**config.mk**
```make
export PLATFORM = sky130hd
export DESIGN_NAME = ring_qual_top
export DESIGN_NICKNAME = d
export VERILOG_FILES = /design/src/rtl/ring_qual_pkg.sv /design/src/rtl/rq_sync.sv /design/src/rtl/rq_tick_div.sv /design/src/rtl/rq_integrator.sv /design/src/rtl/ring_qual_top.sv
export SDC_FILE = /design/constraint.sdc
export NUM_CORES = 1
export LEC_CHECK = 0
export ABC_AREA = 1
export BUFFER_PORTS_ARGS = -buffer_cell sky130_fd_sc_hd__clkbuf_2
export CAP_MARGIN = 20
export CELL_PAD_IN_SITES_DETAIL_PLACEMENT = 1
export CELL_PAD_IN_SITES_GLOBAL_PLACEMENT = 1
export CORE_MARGIN = 10
export CORE_UTILIZATION = 43
export CTS_CLUSTER_SIZE = 14
export DETAILED_ROUTE_END_ITERATION = 16
export GPL_TIMING_DRIVEN = 0
export PLACE_DENSITY_LB_ADDON = 0.1
export SLEW_MARGIN = 20
export SYNTH_ARGS = -nofsm -noshare
export SYNTH_HDL_FRONTEND = slang
export SYNTH_SLANG_ARGS = --single-unit
```
**constraint.sdc**
```tcl
create_clock -name clk -period 1.7 [get_ports clk]
set_clock_uncertainty 0.05 [all_clocks]
set_input_delay 0.085 -clock clk [delete_from_list [all_inputs] [get_ports clk]]
set_output_delay 0.085 -clock clk [all_outputs]
set_load 0.005 [all_outputs]
```
**src/rtl/ring_qual_pkg.sv**
```systemverilog
package ring_qual_pkg;

    // Sampled line level as seen by the integrator
    typedef enum logic {
        LVL_BELOW = 1'b0,
        LVL_ABOVE = 1'b1
    } lvl_e;

    // One integrator request per clock: step enable plus direction
    typedef struct packed {
        logic tick;
        lvl_e lvl;
    } integ_req_t;

    // Saturating single step toward the sampled level
    function automatic int unsigned sat_step(int unsigned cur, lvl_e lvl,
                                             int unsigned ceil);
        if (lvl == LVL_ABOVE)
            return (cur >= ceil) ? ceil : cur + 1;
        else
            return (cur == 0) ? 0 : cur - 1;
    endfunction

endpackage

```
**src/rtl/rq_sync.sv**
```systemverilog
module rq_sync #(
    parameter int STAGES = 2
) (
    input  logic clk,
    input  logic rst,
    input  logic d,
    output logic q
);
    logic [STAGES-1:0] chain;

    generate
        for (genvar i = 0; i < STAGES; i++) begin : g_stage
            if (i == 0) begin : g_first
                always_ff @(posedge clk) begin
                    if (rst) chain[0] <= 1'b0;
                    else     chain[0] <= d;
                end
            end else begin : g_next
                always_ff @(posedge clk) begin
                    if (rst) chain[i] <= 1'b0;
                    else     chain[i] <= chain[i-1];
                end
            end
        end
    endgenerate

    assign q = chain[STAGES-1];

    assert_delay_R9: assert property (@(posedge clk) disable iff (rst)
        $past(rst) == 1'b0 && $past(rst, 2) == 1'b0 |-> q == $past(d, STAGES));
endmodule

```
**src/rtl/rq_tick_div.sv**
```systemverilog
module rq_tick_div #(
    parameter int TICK_DIV = 4474,
    localparam int DIV_W = (TICK_DIV > 1) ? $clog2(TICK_DIV) : 1
) (
    input  logic clk,
    input  logic rst,
    input  logic en,
    output logic tick
);
    localparam logic [DIV_W-1:0] LAST = DIV_W'(TICK_DIV - 1);

    logic [DIV_W-1:0] phase;

    always_ff @(posedge clk) begin
        if (rst || !en)       phase <= '0;
        else if (phase == LAST) phase <= '0;
        else                  phase <= phase + 1'b1;
    end

    assign tick = en && (phase == LAST);

    assert_single_tick_R2: assert property (@(posedge clk) disable iff (rst)
        tick |=> !tick);
endmodule

```
**src/rtl/rq_integrator.sv**
```systemverilog
module rq_integrator
    import ring_qual_pkg::*;
#(
    parameter int CNT_MAX = 63,
    localparam int CNT_W = $clog2(CNT_MAX + 1)
) (
    input  logic             clk,
    input  logic             rst,
    input  logic             en,
    input  integ_req_t       req,
    output logic [CNT_W-1:0] count
);
    localparam logic [CNT_W-1:0] CEIL = CNT_W'(CNT_MAX);

    always_ff @(posedge clk) begin
        if (rst || !en)
            count <= '0;
        else if (req.tick)
            count <= CNT_W'(sat_step(int'(count), req.lvl, CNT_MAX));
    end

    assert_step_up_R3: assert property (@(posedge clk) disable iff (rst)
        en && req.tick && req.lvl == LVL_ABOVE && count != CEIL
        |=> count == $past(count) + 1'b1);
    assert_step_down_R4: assert property (@(posedge clk) disable iff (rst)
        en && req.tick && req.lvl == LVL_BELOW && count != '0
        |=> count == $past(count) - 1'b1);
    assert_floor_R6: assert property (@(posedge clk) disable iff (rst)
        count == '0 && req.lvl == LVL_BELOW |=> count == '0);
    assert_ceiling_R7: assert property (@(posedge clk) disable iff (rst)
        en && count == CEIL && req.lvl == LVL_ABOVE |=> count == CEIL);
    assert_hold_R2: assert property (@(posedge clk) disable iff (rst)
        en && !req.tick |=> $stable(count) || !$past(en));
endmodule

```
**src/rtl/ring_qual_top.sv**
```systemverilog
module ring_qual_top
    import ring_qual_pkg::*;
#(
    parameter int TICK_DIV    = 4474,
    parameter int CNT_MAX     = 63,
    parameter int QUAL_LEVEL  = 48,
    parameter int SYNC_STAGES = 2,
    localparam int CNT_W = $clog2(CNT_MAX + 1)
) (
    input  logic clk,
    input  logic rst,
    input  logic en,
    input  logic line_above,
    output logic ring_det_n
);
    localparam logic [CNT_W-1:0] QUAL = CNT_W'(QUAL_LEVEL);

    logic             lvl_sync;
    logic             tick;
    integ_req_t       req;
    logic [CNT_W-1:0] count;

    rq_sync #(.STAGES(SYNC_STAGES)) u_sync (
        .clk(clk), .rst(rst), .d(line_above), .q(lvl_sync)
    );

    rq_tick_div #(.TICK_DIV(TICK_DIV)) u_div (
        .clk(clk), .rst(rst), .en(en), .tick(tick)
    );

    always_comb begin
        req.tick = tick;
        req.lvl  = lvl_sync ? LVL_ABOVE : LVL_BELOW;
    end

    rq_integrator #(.CNT_MAX(CNT_MAX)) u_integ (
        .clk(clk), .rst(rst), .en(en), .req(req), .count(count)
    );

    always_ff @(posedge clk) begin
        if (rst || !en) ring_det_n <= 1'b1;
        else            ring_det_n <= !(count >= QUAL);
    end

    assert_reset_idle_R1: assert property (@(posedge clk)
        rst |=> ring_det_n && count == '0);
    assert_qualify_R5: assert property (@(posedge clk) disable iff (rst)
        en && count >= QUAL |=> !ring_det_n);
    assert_release_R5: assert property (@(posedge clk) disable iff (rst)
        count < QUAL |=> ring_det_n);
    assert_disabled_R8: assert property (@(posedge clk) disable iff (rst)
        !en |=> ring_det_n && count == '0);
endmodule

```
==> PnR_summary.wiki <==
{| class="wikitable"
! Metric !! Value
|-
| FMAX || 652 MHz
|-
| Final hold slack || roughly 0.18 ns
|-
| Cell at the slowest stage of the critical path || dfxtp_1
|-
| Worst reg2reg path startpoint || u_integ.count[0]
|-
| Gr busiest metal || met2
|-
| Antenna violations before repair || 0
|-
| Number of buffers and inverters on the critical path || 2
|-
| Arrival time reported for the critical path endpoint || about 1.7 ns
|-
| Run status || finished, final reports clean
|-
| Fraction of the core area covered by cells at the end of the flow || between 50% and 60%
|-
| Overall die area || 5600 um2
|-
| Worst Hold Launch || en
|-
| Reg2reg end || u_integ.count[5]
|-
| Leak || about 0.00059 uW
|-
| Max incr delay on CP || roughly 0.36 ns
|-
| Post-Syn Instances || 193
|-
| Post-synthesis async set-or-reset flop share || 0%
|-
| Antenna diode count || 0
|-
| Wire length of the first global-routing pass || 5.51 mm
|-
| List of cells traversed by the critical path || clkinv_1, ha_1, nand3_1, nand2_1, inv_1, nand2_1, nand2_1, nor2_1, nor2_1
|-
| Type of element capturing the critical path || flip-flop
|-
| M1 GR Usage || roughly an eighth
|-
| GRT met2 Usage || ~25%
|-
| Post-synthesis compound-gate area fraction || between 8 and 9%
|-
| Global-route usage over all layers || 12.2%
|-
| First-pass iteration count of the detailed router || 4
|-
| Fraction of synthesized area in multiplexers || 0%
|-
| Pin count of the biggest net entering global routing || 13
|-
| Netlist Area Pre-Place || 1290 um2
|-
| Average footprint of a synthesized cell || between 6 and 7 um2
|-
| Total area of multi-input combinational cells || between 700 and 800 um2
|-
| Hold Path Stages || 4
|-
| Source-to-sink clock delay at the later pin of the worst-skew pair || between 0.3 and 0.4 ns
|-
| Via/cell ratio || approximately 5.1
|-
| Synth Area in XOR/XNOR || around 2.7%
|-
| Largest fanout on the critical path || 10
|-
| Fraction of the yosys area taken by sequential cells || 34.0%
|-
| Transition time at the pin with the least slew margin || ~0.4 ns
|-
| WL per Instance || approximately 13 um
|-
| Number of warnings reported in the yosys synthesis log || 0
|-
| Chip Height || 74.9 um
|-
| WS Path Type || reg -> reg
|-
| Syn Nets || just over 200
|-
| Biggest area consumer among synthesized cells || dfxtp_1
|-
| Max-slew headroom at the worst pin || between 70% and 80%
|-
| Number of distinct library cells after synthesis || 28
|-
| Total routed wirelength || about 3.2 mm
|-
| Total I/O pin count || 5
|-
| Number of nets in the layout || between 200 and 250
|-
| Endpoint of the worst hold path || u_integ.count[2]
|-
| Yosys reg bits || 22
|-
| RSZ-0062 raised after global routing || no
|-
| Number of clock sinks seen by CTS || 22
|-
| Met3 track demand over resource || under 10%
|-
| List of most frequent post-synthesis cells || 52 x nand2_1, 28 x inv_1, 22 x dfxtp_1, 22 x nor2_1, 12 x nand3_1
|-
| Worst R2R Path Depth || 9
|-
| Largest cells by area after synthesis || dfxtp_1 34%, nand2_1 15%, inv_1 8.1%
|-
| Filler cell count || 384
|-
| EDFF count, synth || 0
|-
| Horizontal extent of the die || ~75 um
|-
| Simple-gate share of the synthesized area || between 30% and 40%
|-
| Clock tree from TritonCTS || done
|-
| Layout cells sized above 1 || a little under an eighth
|-
| Routed vias || 1209
|-
| Number of instances resized during post-cts repair || 0
|-
| Adder-cell share of the synthesized area || ~4.8%
|-
| Drt first-iter violations || 78
|-
| GRT overflow || 0
|-
| Final-report hold violation count || 0
|-
| Clock transition at the registers of the reported paths || 0.13 ns
|-
| Req. time, crit path || 1.90 ns
|-
| Max-slew violation count || 0
|-
| Top-count cell post-synth || nand2_1
|-
| Critical path launch point type || flip-flop
|-
| Gate family responsible for the most delay along the worst path || simple AND/OR/NAND/NOR gates
|-
| Number of buffers created by CTS || 3
|-
| Setup TNS || 0 ns
|-
| Classification of the worst-slack hold path || in -> reg
|-
| Placed wire-length estimate || 2.44 mm
|-
| Total area of sequential cells || between 400 and 500 um2
|-
| Dominant cell type by count on the critical path || nand2_1
|-
| Minimum period implied by the final worst setup slack || approximately 1.5 ns
|-
| Initial Util || a little under half
|-
| Number of maximum-capacitance constraint violations || 0
|-
| Number of buffers inserted by port buffering || 4
|-
| CTS Buffer Depth || 2
|-
| Count of standard-cell rows || 19
|-
| Clock H-tree levels || 1
|-
| Vias in the first global route || approximately 1300
|-
| Worst reg-to-reg setup slack || 0.17 ns
|-
| Power density over the cells || between 500 and 600 nW/um2
|-
| Area share of the largest cell type after synthesis || between 30% and 40%
|-
| Clk root buf || clkbuf_4
|-
| Remaining antenna violation count after routing || 0
|-
| CORE AREA || roughly 2800 um2
|-
| Final setup violation count || 0
|-
| Most common flop cell mapped by yosys || dfxtp_1
|-
| IR drop worst, VDD || between 0.0004 and 0.0005 V
|-
| Final worst-path cycle share || around nine tenths
|-
| Largest family of logic cells by synthesized area || simple AND/OR/NAND/NOR gates
|-
| GPL Wtd Cong || between 0.8 and 0.9
|-
| Relative area change from synthesis to final layout || 9.67%
|-
| DRC errors left || 0
|}
## cell type report
type                    count  area share (%)
repair buffers              7            3.53
plain buffers               2            1.15
flip-flops and latches     22            31.0
multi-input cells         137            50.5
clock buffers               4            2.56
well taps                  31            2.73
inverters                  32            8.47
## tightest hold or removal path: cells and delay by family
family                 cells  cell delay, ns
buffers and inverters      2            0.18
AOI/OAI and AO/OA          1            0.08
and+or+nand+nor            1            0.17
## state kept, by name, indices dropped and copies added, names as in the netlist
signal         flops
ring_det_n         1
u_div.phase       13
u_sync.chain       1
u_sync.q           1
u_integ.count      6
## cells by family after synthesis
kind of cell | count (synthesis)
buffers and inverters | 34
and+or+nand+nor | 108
adders and majority gates | 5
AOI/OAI and AO/OA | 20
xor gates and xnor gates | 4
DFF | 22
## stage by stage
stage / total power (uW) / instance area [um2] / std cells / worst slack [ns]
finish: 848 / 1420 / 235 / 0.167
global route: 885 / 1420 / 235 / 0.00935
CTS: 860 / 1420 / 235 / 0.155
detailed placement: 564 / 1350 / 228 / 0.191
global placement: 563 / 1350 / 228 / 0.209
floorplan: 553 / 1290 / 193 / 0.411
## cell usage in the layout, fill, tap and decap left out, types with 2 or more instances in the layout
cell and instances:
xor2_1 3, inv_1 28, clkbuf_4 3, clkbuf_2 4, dlygate4sd3_1 3, nand2_1 52, nor2_1 22, nand3_1 12
inv_2 3, nor2_2 5, nand4_1 3, o21ai_0 4, ha_1 5, nor3_2 2, a31oi_1 3, dfxtp_1 22
nor3_1 5, a21oi_1 10, nor3b_1 2
## routing by layer
| layer | vias to the layer above | routed length (um) |
|---|---|---|
| li1 | 632 | - |
| met5 | - | 0 |
| met1 | 561 | 1310 |
| met3 | 4 | 68 |
| met4 | 0 | 31 |
| met2 | 12 | 1760 |
## timing repair
item,in CTS,in global routing
endpoints found under the hold margin,2,0
hold buffers,3,0
buffers inserted,0,0
## power breakdown
group | switching [uW] | leakage, uW | total [uW] | internal (uW)
Sequential | 4.04 | 0.000178 | 524 | 520
Combinational | 19.9 | 0.000388 | 34.2 | 14.4
Clock | 160 | 0.0000210 | 290 | 131
## worst max path at each step
stage,cells past startpoint,slack (ns),startpoint,end
3_5_place_dp,9,0.19,u_integ.count[0],u_integ.count[4]
4_1_cts,9,0.16,u_integ.count[0],u_integ.count[4]
2_1_floorplan,8,0.41,u_div.phase[0],u_integ.count[5]
6_report,9,0.17,u_integ.count[0],u_integ.count[5]
5_1_grt,6,0.009,u_div.phase[0],u_div.phase[10]
3_3_place_gp,8,0.21,u_div.phase[0],u_integ.count[5]
No activity file was read; power rests on OpenSTA's default activity.
